--- config.mk ---
export PLATFORM = sky130hd
export DESIGN_NAME = pit_channel
export DESIGN_NICKNAME = d
export VERILOG_FILES = /design/src/rtl/pit_chan_pkg.sv /design/src/rtl/pit_half_len.sv /design/src/rtl/pit_cfg_regs.sv /design/src/rtl/pit_count_core.sv /design/src/rtl/pit_channel.sv
export SDC_FILE = /design/constraint.sdc
export NUM_CORES = 1
export LEC_CHECK = 0
export ABC_CLOCK_PERIOD_IN_PS = 2470
export BUFFER_PORTS_ARGS = -buffer_cell sky130_fd_sc_hd__buf_2
export CAP_MARGIN = 20
export CORE_MARGIN = 4
export CORE_UTILIZATION = 42
export CTS_CLUSTER_DIAMETER = 120
export DETAILED_ROUTE_END_ITERATION = 16
export HOLD_SLACK_MARGIN = 0.03
export SYNTH_ARGS = -nofsm -noshare
export SYNTH_HDL_FRONTEND = slang
export SYNTH_SLANG_ARGS = --single-unit
--- constraint.sdc ---
create_clock -name clk -period 2.47 [get_ports clk]
set_clock_uncertainty 0.15 [all_clocks]
set_input_delay 0.494 -clock clk [delete_from_list [all_inputs] [get_ports clk]]
set_output_delay 0.494 -clock clk [all_outputs]
set_load 0.05 [all_outputs]
--- src/rtl/pit_chan_pkg.sv ---
package pit_chan_pkg;
  localparam int unsigned MODE_W      = 3;
  localparam logic [MODE_W-1:0] MODE_PULSE  = 3'd2;
  localparam logic [MODE_W-1:0] MODE_SQUARE = 3'd3;
  // Selector for the half-length calculator
  localparam bit HALF_HIGH = 1'b0;
  localparam bit HALF_LOW  = 1'b1;
endpackage

--- src/rtl/pit_half_len.sv ---
// Length of one half of a square-wave period; a zero value means 2**W.
module pit_half_len #(
  parameter int unsigned W   = 16,
  parameter bit          SEL = 1'b0
) (
  input  logic [W-1:0] val_i,
  output logic [W-1:0] len_o
);
  localparam logic [W:0]   FULL_EXT = {1'b1, {W{1'b0}}};
  localparam logic [W:0]   ONE_EXT  = {{W{1'b0}}, 1'b1};
  localparam logic [W-1:0] ONE      = {{(W-1){1'b0}}, 1'b1};

  logic [W:0] n_ext;
  logic [W:0] half_ext;

  assign n_ext = (val_i == '0) ? FULL_EXT : {1'b0, val_i};

  generate
    if (SEL == 1'b0) begin : g_high
      assign half_ext = (n_ext + ONE_EXT) >> 1;
    end else begin : g_low
      assign half_ext = n_ext >> 1;
    end
  endgenerate

  assign len_o = (half_ext == '0) ? ONE : half_ext[W-1:0];
endmodule

--- src/rtl/pit_cfg_regs.sv ---
module pit_cfg_regs
  import pit_chan_pkg::*;
#(
  parameter int unsigned W = 16
) (
  input  logic              clk,
  input  logic              rst_n,
  input  logic              ctrl_wr,
  input  logic [MODE_W-1:0] mode_in,
  input  logic              load_stb,
  input  logic [W-1:0]      reload_in,
  output logic              load_acc,
  output logic [MODE_W-1:0] mode_q,
  output logic [W-1:0]      reload_q,
  output logic              loaded_q
);
  logic [MODE_W-1:0] mode_n;
  logic [W-1:0]      reload_n;
  logic              loaded_n;

  assign load_acc = load_stb & ~ctrl_wr;

  always_comb begin
    mode_n   = mode_q;
    reload_n = reload_q;
    loaded_n = loaded_q;
    if (ctrl_wr) begin
      mode_n   = mode_in;
      loaded_n = 1'b0;
    end else if (load_acc) begin
      reload_n = reload_in;
      loaded_n = 1'b1;
    end
  end

  always_ff @(posedge clk or negedge rst_n) begin
    if (!rst_n) begin
      mode_q   <= '0;
      reload_q <= '0;
      loaded_q <= 1'b0;
    end else begin
      mode_q   <= mode_n;
      reload_q <= reload_n;
      loaded_q <= loaded_n;
    end
  end

  assert_ctrl_clears_R7: assert property (@(posedge clk) disable iff (!rst_n)
    ctrl_wr |=> !loaded_q && (mode_q == $past(mode_in)));
endmodule

--- src/rtl/pit_count_core.sv ---
module pit_count_core
  import pit_chan_pkg::*;
#(
  parameter int unsigned W = 16
) (
  input  logic              clk,
  input  logic              rst_n,
  input  logic              tick_en,
  input  logic              gate,
  input  logic              ctrl_wr,
  input  logic              load_acc,
  input  logic [MODE_W-1:0] mode_q,
  input  logic              loaded_q,
  input  logic [W-1:0]      reload_in,
  input  logic [W-1:0]      reload_q,
  input  logic [W-1:0]      in_hi_len,
  input  logic [W-1:0]      q_hi_len,
  input  logic [W-1:0]      q_lo_len,
  output logic [W-1:0]      count_q,
  output logic              out_q
);
  localparam logic [W-1:0] ONE = {{(W-1){1'b0}}, 1'b1};

  logic          mode_ok;
  logic          step_en;
  logic          at_term;
  logic [W-1:0]  count_n;
  logic          out_n;

  assign mode_ok = (mode_q == MODE_PULSE) || (mode_q == MODE_SQUARE);
  assign step_en = tick_en & gate & loaded_q & mode_ok;
  assign at_term = (count_q == ONE);

  always_comb begin
    count_n = count_q;
    out_n   = out_q;
    if (ctrl_wr) begin
      out_n = 1'b1;
    end else if (load_acc) begin
      if (mode_q == MODE_SQUARE) begin
        count_n = in_hi_len;
        out_n   = 1'b1;
      end else if (mode_q == MODE_PULSE) begin
        count_n = reload_in;
        out_n   = (reload_in != ONE);
      end else begin
        count_n = reload_in;
        out_n   = 1'b1;
      end
    end else if (step_en) begin
      count_n = at_term ? reload_q : (count_q - ONE);
      if (mode_q == MODE_SQUARE) begin
        if (at_term) begin
          out_n   = ~out_q;
          count_n = out_q ? q_lo_len : q_hi_len;
        end
      end else begin
        out_n = (count_n != ONE);
      end
    end
  end

  always_ff @(posedge clk or negedge rst_n) begin
    if (!rst_n) begin
      count_q <= '0;
      out_q   <= 1'b1;
    end else begin
      count_q <= count_n;
      out_q   <= out_n;
    end
  end

  assert_gate_hold_R2: assert property (@(posedge clk) disable iff (!rst_n)
    (!(tick_en && gate) && !ctrl_wr && !load_acc) |=> $stable(count_q) && $stable(out_q));

  assert_pulse_reload_R4: assert property (@(posedge clk) disable iff (!rst_n)
    (mode_q == MODE_PULSE && loaded_q && tick_en && gate && count_q == ONE
     && !ctrl_wr && !load_acc) |=> count_q == reload_q);

  assert_square_toggle_R5: assert property (@(posedge clk) disable iff (!rst_n)
    (mode_q == MODE_SQUARE && loaded_q && tick_en && gate && count_q == ONE
     && !ctrl_wr && !load_acc) |=> out_q != $past(out_q));

  assert_ctrl_out_high_R7: assert property (@(posedge clk) disable iff (!rst_n)
    ctrl_wr |=> out_q && $stable(count_q));

  assert_idle_high_R8: assert property (@(posedge clk) disable iff (!rst_n)
    (!loaded_q || !mode_ok) |-> out_q);
endmodule

--- src/rtl/pit_channel.sv ---
module pit_channel
  import pit_chan_pkg::*;
#(
  parameter int unsigned W = 16
) (
  input  logic              clk,
  input  logic              rst_n,
  input  logic              tick_en,
  input  logic              gate,
  input  logic              ctrl_wr,
  input  logic [MODE_W-1:0] mode_in,
  input  logic              load_stb,
  input  logic [W-1:0]      reload_in,
  output logic [W-1:0]      count_o,
  output logic              out_o
);
  logic              load_acc;
  logic [MODE_W-1:0] mode_q;
  logic [W-1:0]      reload_q;
  logic              loaded_q;
  logic [W-1:0]      in_hi_len;
  logic [W-1:0]      q_hi_len;
  logic [W-1:0]      q_lo_len;

  pit_cfg_regs #(.W(W)) u_cfg (
    .clk(clk), .rst_n(rst_n), .ctrl_wr(ctrl_wr), .mode_in(mode_in),
    .load_stb(load_stb), .reload_in(reload_in), .load_acc(load_acc),
    .mode_q(mode_q), .reload_q(reload_q), .loaded_q(loaded_q)
  );

  pit_half_len #(.W(W), .SEL(HALF_HIGH)) u_in_hi (.val_i(reload_in), .len_o(in_hi_len));
  pit_half_len #(.W(W), .SEL(HALF_HIGH)) u_q_hi  (.val_i(reload_q),  .len_o(q_hi_len));
  pit_half_len #(.W(W), .SEL(HALF_LOW))  u_q_lo  (.val_i(reload_q),  .len_o(q_lo_len));

  pit_count_core #(.W(W)) u_core (
    .clk(clk), .rst_n(rst_n), .tick_en(tick_en), .gate(gate),
    .ctrl_wr(ctrl_wr), .load_acc(load_acc), .mode_q(mode_q),
    .loaded_q(loaded_q), .reload_in(reload_in), .reload_q(reload_q),
    .in_hi_len(in_hi_len), .q_hi_len(q_hi_len), .q_lo_len(q_lo_len),
    .count_q(count_o), .out_q(out_o)
  );

  assert_reset_idle_R1: assert property (@(posedge clk) disable iff (!rst_n)
    (!loaded_q && !load_stb) |=> $stable(count_o));
endmodule

Word-level counts from Yosys, hierarchy flattened
Cells that the tools add are included.
{"block": "word_totals", "out_inout_bits": 17, "word_cells": 53, "register_bits": 37, "input_bits": 25}
{"block": "classes", "add_sub_neg": 3, "eq_ne": 6, "reduce_logical": 12, "muxes": 21, "bitwise": 6}
{"op": "16-bit two-way mux", "n": 10}
{"op": "17-bit zero test", "n": 3}
{"op": "17-bit by 1-bit adder with 17-bit output, second input constant", "n": 2}
{"op": "17-bit two-way mux", "n": 2}
{"op": "16-bit zero test", "n": 2}
{"op": "16-bit by 1-bit != test with 1-bit output, second input constant", "n": 2}
{"op": "16-bit by 1-bit equality test with 1-bit output, second input constant", "n": 1}
{"op": "16-bit by 1-bit subtractor with 16-bit output, second input constant", "n": 1}
{"op": "1-bit two-way mux", "n": 9}
{"op": "3-bit by 2-bit equality test with 1-bit output, second input constant", "n": 2}
{"op": "2-bit AND reduction", "n": 3}
{"op": "1-bit bitwise AND", "n": 4}
{"op": "4-bit by 3-bit != test with 1-bit output, second input constant", "n": 1}
{"op": "2-bit nonzero test", "n": 2}
{"op": "3-bit nonzero test", "n": 1}
{"op": "1-bit inverter", "n": 2}
{"op": "1-bit logical OR", "n": 1}

Depth between registers and ports, before layout
Gate-level depths: netlist (run 1).
{"block": "depth", "word_depth": 10, "ltp_mapped": 10, "mapped_depth_nobuf": 9}

Modules after synthesis
A second synthesis (run 1) with hierarchy kept.
{"block": "unflattened", "cells_unflattened": 501, "area_unflattened_um2": 4060.1}
{"module": "pit_count_core", "instances": 1, "cells_each": 282, "area_per_inst_um2": 2049.5}
{"module": "pit_half_len (u_in_hi ...)", "instances": 2, "cells_each": 77, "area_per_inst_um2": 544.3}
{"module": "pit_cfg_regs", "instances": 1, "cells_each": 44, "area_per_inst_um2": 795.8}
{"module": "pit_half_len (u_q_lo)", "instances": 1, "cells_each": 21, "area_per_inst_um2": 126.4}

Least setup slack after synthesis (run 1)
Ideal clock, no wire load.
{"block": "synth_path", "path_type": "register to register", "startpoint": "register u_core.count_q[0]", "endpoint": "register u_core.out_q", "path_slack_ps": -265, "setup_time_ps": 96, "path_stages_with_launch": 11, "arrival_time_ps": 2489, "t_required_ps": 2224, "period_less_slack_ps": 2735, "cell_sequence": "dfrtp_1 > inv_1 > ha_1 > or4b_1 > clkbuf_1 > nor3_1 > xor2_1 > nor2_1 > a31oi_1 > o41ai_1 > a31oi_1"}
{"block": "synth_via", "elab_chain_cells": 7, "elab_cells_between_ends": 10, "cone_classes": "add/sub: 1; eq/ne: 3; mux: 5; reduce/logical: 1"}
{"item": "from (decl)", "line_no": "pit_count_core.sv:19", "text": "output logic [W-1:0] count_q,"}
{"item": "from (signal assigned)", "line_no": "pit_count_core.sv:68", "text": "count_q <= count_n;"}
{"item": "16-bit by 1-bit subtractor with 16-bit output or 16-bit by 1-bit equality test with 1-bit output (tied branches)", "line_no": "pit_count_core.sv:51, pit_count_core.sv:32"}
{"item": "16-bit two-way mux", "line_no": "pit_count_core.sv:51", "text": "count_n = at_term ? reload_q : (count_q - ONE);"}
{"item": "16-bit by 1-bit != test with 1-bit output", "line_no": "pit_count_core.sv:58", "text": "out_n = (count_n != ONE);"}
{"item": "1-bit two-way mux", "line_no": "pit_count_core.sv:52", "text": "if (mode_q == MODE_SQUARE) begin"}
{"item": "1-bit two-way mux", "line_no": "pit_count_core.sv:50", "text": "end else if (step_en) begin"}
{"item": "1-bit two-way mux", "line_no": "pit_count_core.sv:39", "text": "end else if (load_acc) begin"}
{"item": "1-bit two-way mux", "line_no": "pit_count_core.sv:37", "text": "if (ctrl_wr) begin"}
{"item": "to (signal assigned)", "line_no": "pit_count_core.sv:69", "text": "out_q <= out_n;"}
{"item": "to (decl)", "line_no": "pit_count_core.sv:20", "text": "output logic out_q"}
Parallel ways exist; a longest one is shown, timed or not. The select of a mux whose other input is x is not followed.
A chain may end at the register's enable or synchronous reset.

Final worst setup path (run 1)
{"block": "layout_path", "startpoint": "register u_core.count_q[12]", "endpoint": "register u_core.count_q[0]"}
{"block": "layout_via", "elab_chain_cells": 6}
{"item": "16-bit by 1-bit equality test with 1-bit output *", "line_no": "pit_count_core.sv:32", "text": "assign at_term = (count_q == ONE);"}
{"item": "16-bit two-way mux", "line_no": "pit_count_core.sv:51"}
{"item": "16-bit two-way mux", "line_no": "pit_count_core.sv:53", "text": "if (at_term) begin"}
{"item": "16-bit two-way mux *", "line_no": "pit_count_core.sv:52"}
{"item": "16-bit two-way mux *", "line_no": "pit_count_core.sv:50"}
{"item": "16-bit two-way mux *", "line_no": "pit_count_core.sv:39"}
Mark *: on every way between the ends. The rest lies on a longest branch, timed or not. The select of a mux whose other input is x is not followed.

==> results of run 1 <==
-- worst min path at each step --
stage                         startpoint                  to
final                              rst_n   u_core.count_q[3]
after detailed placement  u_cfg.loaded_q      u_cfg.loaded_q
after global placement    u_cfg.loaded_q      u_cfg.loaded_q
after floorplan                    rst_n      u_cfg.loaded_q
after CTS                          rst_n  u_core.count_q[15]
after global routing               rst_n  u_core.count_q[15]
-- cell families after synthesis --
group / count (synthesis)
multiplexers: 7
XOR/XNOR: 24
adder cells (fa/ha/maj): 7
buffers and inverters: 65
flip-flops: 37
AO/OA/AOI/OAI: 143
AND/OR/NAND/NOR: 240
-- timing repair --
action                                  4_1_cts  5_1_grt
pin swaps                                     1       14
resized for setup                            10       18
cloned                                        0        1
buffers inserted                              0        4
hold buffers                                  0        0
endpoints found under the setup margin       12       13
-- cell usage in the layout (no fill, tap or decap), drive strengths merged, types with 3 or more instances in the layout --
| cell | netlist | final |
|---|---|---|
| o211ai | 5 | 5 |
| nand2 | 81 | 81 |
| nor2 | 49 | 49 |
| nor3 | 18 | 18 |
| nand4b | 3 | 3 |
| a31oi | 9 | 9 |
| and4 | 7 | 7 |
| a221oi | 3 | 3 |
| xnor2 | 15 | 15 |
| o2111ai | 3 | 3 |
| ha | 7 | 7 |
| a22oi | 3 | 3 |
| o21ai | 41 | 41 |
| nand3b | 3 | 3 |
| or4 | 7 | 8 |
| a21oi | 30 | 30 |
| nand3 | 21 | 21 |
| o31ai | 5 | 5 |
| nor2b | 4 | 4 |
| nand4 | 15 | 15 |
| or2 | 3 | 3 |
| dfrtp | 36 | 36 |
| a211oi | 11 | 11 |
| a32oi | 3 | 3 |
| xor2 | 9 | 9 |
| buf | 11 | 136 |
| nor4 | 15 | 15 |
| and3 | 3 | 3 |
| mux2 | 4 | 4 |
| inv | 12 | 12 |
| o41ai | 4 | 4 |
| mux2i | 3 | 3 |
| o311ai | 5 | 5 |
| or3 | 3 | 3 |
| clkbuf | 42 | 6 |
| o22ai | 3 | 3 |
-- sequential cells by signal, summed over array words and instances (netlist names) --
register        flops
u_core.out_q        1
u_core.count_q     16
u_cfg.reload_q     16
u_cfg.loaded_q      1
u_cfg.mode_q        3
-- power by group through the flow --
stage               clock network [uW]  registers, uW  logic (uW)
floorplan                            0           1070         637
global placement                     0            834        1370
detailed placement                   0            838        1380
CTS                                598            827        1390
global route                       630            855        1560
finish                             597            845        1450
-- worst max-delay path, delay by kind of cell, from the launching register on --
family | cells | cell delay (ns)
flip-flops | 1 | 0.41
AO/OA/AOI/OAI | 3 | 0.56
AND/OR/NAND/NOR | 4 | 1.22
-- layout make-up --
type | instances | area share
multi-input combinational | 422 | 0.553
sequential | 37 | 0.194
timing repair buffer | 136 | 0.191
tap | 108 | 0.0280
clock buffer | 6 | 0.0171
inverter | 12 | 0.00932
clock inverter | 2 | 0.00777
-- per-stage QoR --
step	cell area [sq um]	util	power [uW]	TNS, ns
2_1_floorplan	3750	-	1710	-0.149
3_3_place_gp	4570	0.527	2200	-0.291
3_5_place_dp	4570	0.527	2210	-0.690
4_1_cts	4730	0.545	2820	0
5_1_grt	4830	0.557	3040	-0.195
6_report	4830	0.557	2890	0
-- layer usage --
metal	GRT usage	up-vias	part of all wire	wire, um
met5	0	-	0	0
met1	0.358	2038	0.42	5740
li1	-	2110	-	-
met4	0.0747	0	0.022	307
met3	0.0471	34	0.091	1250
met2	0.424	242	0.47	6370
==> flow_metrics.py, run 1 <==
metrics = {
    "drt": {
        "first_iter_violations": 551,
        "vias": 4424,
        "avgViaCountPerCell": 6.12,
        "first_pass_iters": 7,
        "drc_errors": 0,
        "wire_per_inst_um": 18.9,
        "finalWirelength_um": 13700,
        "final_antenna_net_count": 0,
    },
    "job": {
        "drv_cap": 0,
    },
    "sta": {
        "timing.final.max_slew_violations": 0,
        "rsz0062_at_grt": "true",
        "setup_violations": 0,
        "tightest_slew_ns": 0.541,
        "fmax_mhz": 406,
        "finalWorstSetupSlack_ns": 0.00756,
        "slew_headroom": 0.639,
        "period_minus_slack_ns": 2.46,
        "fin_crit_sh": 0.997,
        "hold_viol": 0,
        "holdWs_ns": 0.00971,
    },
    "status": {
        "outcome": "finished clean",
    },
    "worst_setup_path": {
        "path_cells": "or4_4, nor3_4, and4b_2, nand2_4, a311oi_2, a21oi_1, a211o_1",
        "critPathKind": "reg -> reg",
        "end_kind": "flop",
        "crit_path_start_kind": "flop",
        "ff2ff_setup_slack_ns": 0.008,
        "critical_path.max_fanout": 4,
        "r2r-start": "u_core.count_q[12]",
        "r2r_end": "u_core.count_q[0]",
        "crit_slowest_cell": "or4_4",
        "crit_path_end": "u_core.count_q[0]",
        "cpPeakStageDelay_ns": 0.59,
        "reg2reg_depth": 7,
        "cp.arrival_ns": 2.51,
        "startpoint": "u_core.count_q[12]",
        "required_ns": 2.51,
    },
    "cts": {
        "cts_buffer_depth": 2,
        "clk-insertion-delay-late_ns": 0.30,
        "cts_buffers": 5,
        "cts.sinks": 37,
        "htreeDepth": 2,
        "cts_tree": "built",
        "cts_root_buf": "clkbuf_8",
        "clk_pin_slew_ns": 0.09,
    },
    "logic_synthesis": {
        "ys_seq_area_frac": 0.249,
        "synth_largest_area_cell": "dfrtp_1",
        "syn_avg_cell_area_sq_um": 7.11,
        "synth_top_area_share": 0.242,
        "yosys-top-cells-area": "dfrtp_1 (24%), nand2_1 (8.1%), o21ai_0 (5.0%)",
        "synthSimpleGateAreaFrac": 0.323,
        "synthMostInstantiatedCell": "nand2_1",
        "synth_compound_area_frac": 0.256,
        "synth.area.mux_share": 0.0202,
        "synthXorXnorAreaFrac": 0.0565,
        "synth_seq_cells": 37,
        "synth-adder-area-share": 0.0236,
        "synthArstFlopShare": 1.00,
        "syn_area_sq_um": 3720,
        "syn_nets": 555,
        "synth_edf_count": 0,
        "synth_common_cells": "nand2_1 (80), nor2_1 (49), clkbuf_1 (42)",
        "synth_cell_type_count": 68,
        "syn_inst": 523,
        "yosysWarnings": 0,
        "synth_ff_type": "dfrtp_1",
        "synth_top_family_by_area": "simple AND/OR/NAND/NOR gates",
    },
    "placement": {
        "io_buffers": 41,
        "gp_congestion": 1.02,
        "dp_worst_setup_slack_ns": -0.166,
        "dp.cells": 712,
        "hpwlAfterDp_um": 10600,
    },
    "finish": {
        "final_cells": 723,
        "drive_above_1_share": 0.314,
        "syn2layout_area_growth_pct": 30.0,
        "fin_nets": 646,
        "fillers": 881,
        "antenna_cells": 0,
        "ff_latch_area_sq_um": 938,
        "multi_input_area_sq_um": 2670,
    },
    "floorplan": {
        "start_util": 0.428,
        "die_h_um": 102,
        "die_area_sq_um": 10400,
        "num_io_pins": 42,
        "rows": 34,
        "die_w_um": 102,
        "core_sq_um": 8680,
    },
    "power": {
        "switching_power_uw": 1300,
        "p_leak_uw": 0.00202,
        "pwr-share-clk": 0.207,
        "powerDensity_nw_per_um2": 598,
        "internal_power_uw": 1590,
        "combPwrFrac": 0.501,
        "seq_power_share": 0.292,
        "sw_frac_of_total": 0.451,
        "ir_drop_uv": 220,
    },
    "grt": {
        "grt_use_total": 0.262,
        "grt_pass1_vias": 4085,
        "grt_max_degree": 23,
        "grt_pass1_wl_um": 21300,
        "antenna_found_initial": 0,
        "overflow": 0,
    },
    "hold_path": {
        "hp-class": "in -> async",
    },
}
Note: power is estimated with default switching activity, not from simulation.
==> inputs of run 2 (changes only) <==
Settings changed: ABC_CLOCK_PERIOD_IN_PS 2470 to 2900.
Clock period 2.47 ns to 2.9 ns, I/O delays scaled along.
==> flow_metrics.py, run 2 (same netlist as run 1, synthesis figures left out) <==
metrics = {
    "grt": {
        "antenna_found_initial": 0,
        "overflow": 0,
        "grt_pass1_wl_um": 20900,
        "grt_use_total": 0.255,
        "grt_max_degree": 38,
        "grt_pass1_vias": 3854,
    },
    "drt": {
        "first_iter_violations": 480,
        "wire_per_inst_um": 19.7,
        "finalWirelength_um": 12900,
        "vias": 4208,
        "first_pass_iters": 5,
        "avgViaCountPerCell": 6.41,
        "drc_errors": 0,
        "final_antenna_net_count": 0,
    },
    "finish": {
        "fin_nets": 579,
        "antenna_cells": 0,
        "layout_common_cells": "nand2_1 (80), nor2_1 (48), buf_2 (41)",
        "mostFrequentLayoutCell": "nand2_1",
        "fin_util": 0.480,
        "drive_above_1_share": 0.179,
        "syn2layout_area_growth_pct": 12.0,
        "fin_area_sq_um": 4170,
        "largestRegisters": "u_cfg.reload_q x16, u_core.count_q x16, u_cfg.mode_q x3",
    },
    "floorplan": {
        "die_w_um": 102,
        "die_h_um": 102,
        "num_io_pins": 42,
        "start_util": 0.428,
        "die_area_sq_um": 10400,
        "core_sq_um": 8680,
        "rows": 34,
    },
    "sta": {
        "timing.final.max_slew_violations": 0,
        "fin_crit_sh": 0.960,
        "setup_tns_ns": 0,
        "slew_headroom": 0.415,
        "period_minus_slack_ns": 2.78,
        "rsz0062_at_grt": "false",
        "setup_violations": 0,
        "holdWs_ns": 0.231,
        "fmax_mhz": 359,
        "hold_viol": 0,
        "tightest_slew_ns": 0.877,
    },
    "cts": {
        "cts_buffers": 5,
        "postCtsHoldBufs": 0,
        "cts.sinks": 37,
        "cts_tree": "built",
        "cts_buffer_depth": 2,
        "clk_pin_slew_ns": 0.09,
        "clk-insertion-delay-late_ns": 0.30,
        "htreeDepth": 2,
        "cts_root_buf": "clkbuf_8",
    },
    "worst_setup_path": {
        "end_kind": "flop",
        "critPathKind": "reg -> reg",
        "crit_path_start_kind": "flop",
        "required_ns": 2.97,
        "cp.arrival_ns": 2.85,
        "critical_path.max_fanout": 12,
    },
    "placement": {
        "hpwlAfterDp_um": 9730,
        "gp_congestion": 0.980,
        "io_buffers": 41,
        "placed_area_sq_um": 4060,
    },
    "power": {
        "power.total_uw": 2140,
        "powerDensity_nw_per_um2": 515,
        "p_leak_uw": 0.00166,
        "ir_drop_uv": 197,
    },
    "job": {
        "drv_cap": 0,
    },
    "hold_path": {
        "hp-class": "in -> async",
    },
    "status": {
        "outcome": "finished clean",
    },
}
[run 2: cell count changes in the layout (fill, tap and decap cells not counted), moves of 3 or more]
cell      previous run  this run
a211oi_1             8        11
a211oi_2             3         0
buf_4               94        29
dfrtp_1             27        36
dfrtp_2              9         0
nor3_1              13        17
o21ai_0             34        37
[run 2: routing by layer]
metal  vias up  track usage  share of wire
li1       1977            -              -
met5         -            0              0
met2       206        0.398           0.44
met4         0       0.0727          0.022
met3        29       0.0307          0.085
met1      1996        0.372           0.45
[run 2: worst paths after layout]
| kind | slack, ns | cells past startpoint | from | end |
|---|---|---|---|---|
| setup reg to reg | 0.12 | 7 | u_core.count_q[8] | u_core.out_q |
| min in group clk | 0.35 | 2 | mode_in[2] | u_cfg.mode_q[2] |
| hold / removal | 0.23 | 1 | rst_n | u_cfg.reload_q[2] |
| max in group asynchronous | 1.80 | 1 | rst_n | u_core.count_q[15] |
| setup / recovery | 0.12 | 7 | u_core.count_q[8] | u_core.out_q |
| hold reg to reg | 0.36 | 2 | u_cfg.loaded_q | u_cfg.loaded_q |
[run 2: critical path: stages (launching register included)]
cell and delay [ns]:
dfrtp_1 0.39, or4_4 0.63, o41ai_4 0.43, o41ai_1 0.14, o21ai_1 0.18, a21oi_1 0.10
o41ai_2 0.54, a31oi_1 0.15
[run 2: power by group]
group / switching, uW / total [uW] / internal (uW)
Sequential: 163 / 767 / 604
Clock: 217 / 386 / 169
Combinational: 656 / 991 / 335
Total: 1040 / 2140 / 1110
[run 2: per-stage QoR]
stage	std cells	setup WS, ns
after floorplan	523	0.165
after global placement	648	-0.158
after detailed placement	648	-0.141
after CTS	656	0.0341
after global routing	656	0.0132
final	656	0.116
[run 2: cell type report]
cell class | count | area, sq um
Clock inverter | 3 | 22.5
Multi-Input combinational cell | 421 | 2540
Tap cell | 108 | 135
Sequential cell | 37 | 927
Clock buffer | 5 | 68.8
Fill cell | 934 | 4510
Timing Repair Buffer | 70 | 423
Inverter | 12 | 45.0
[run 2: timing repair]
item,in CTS,in global routing
gates resized for setup,1,2
endpoints found under the setup margin,1,1
pin swaps,0,2
setup buffers,0,0
cloned,0,0
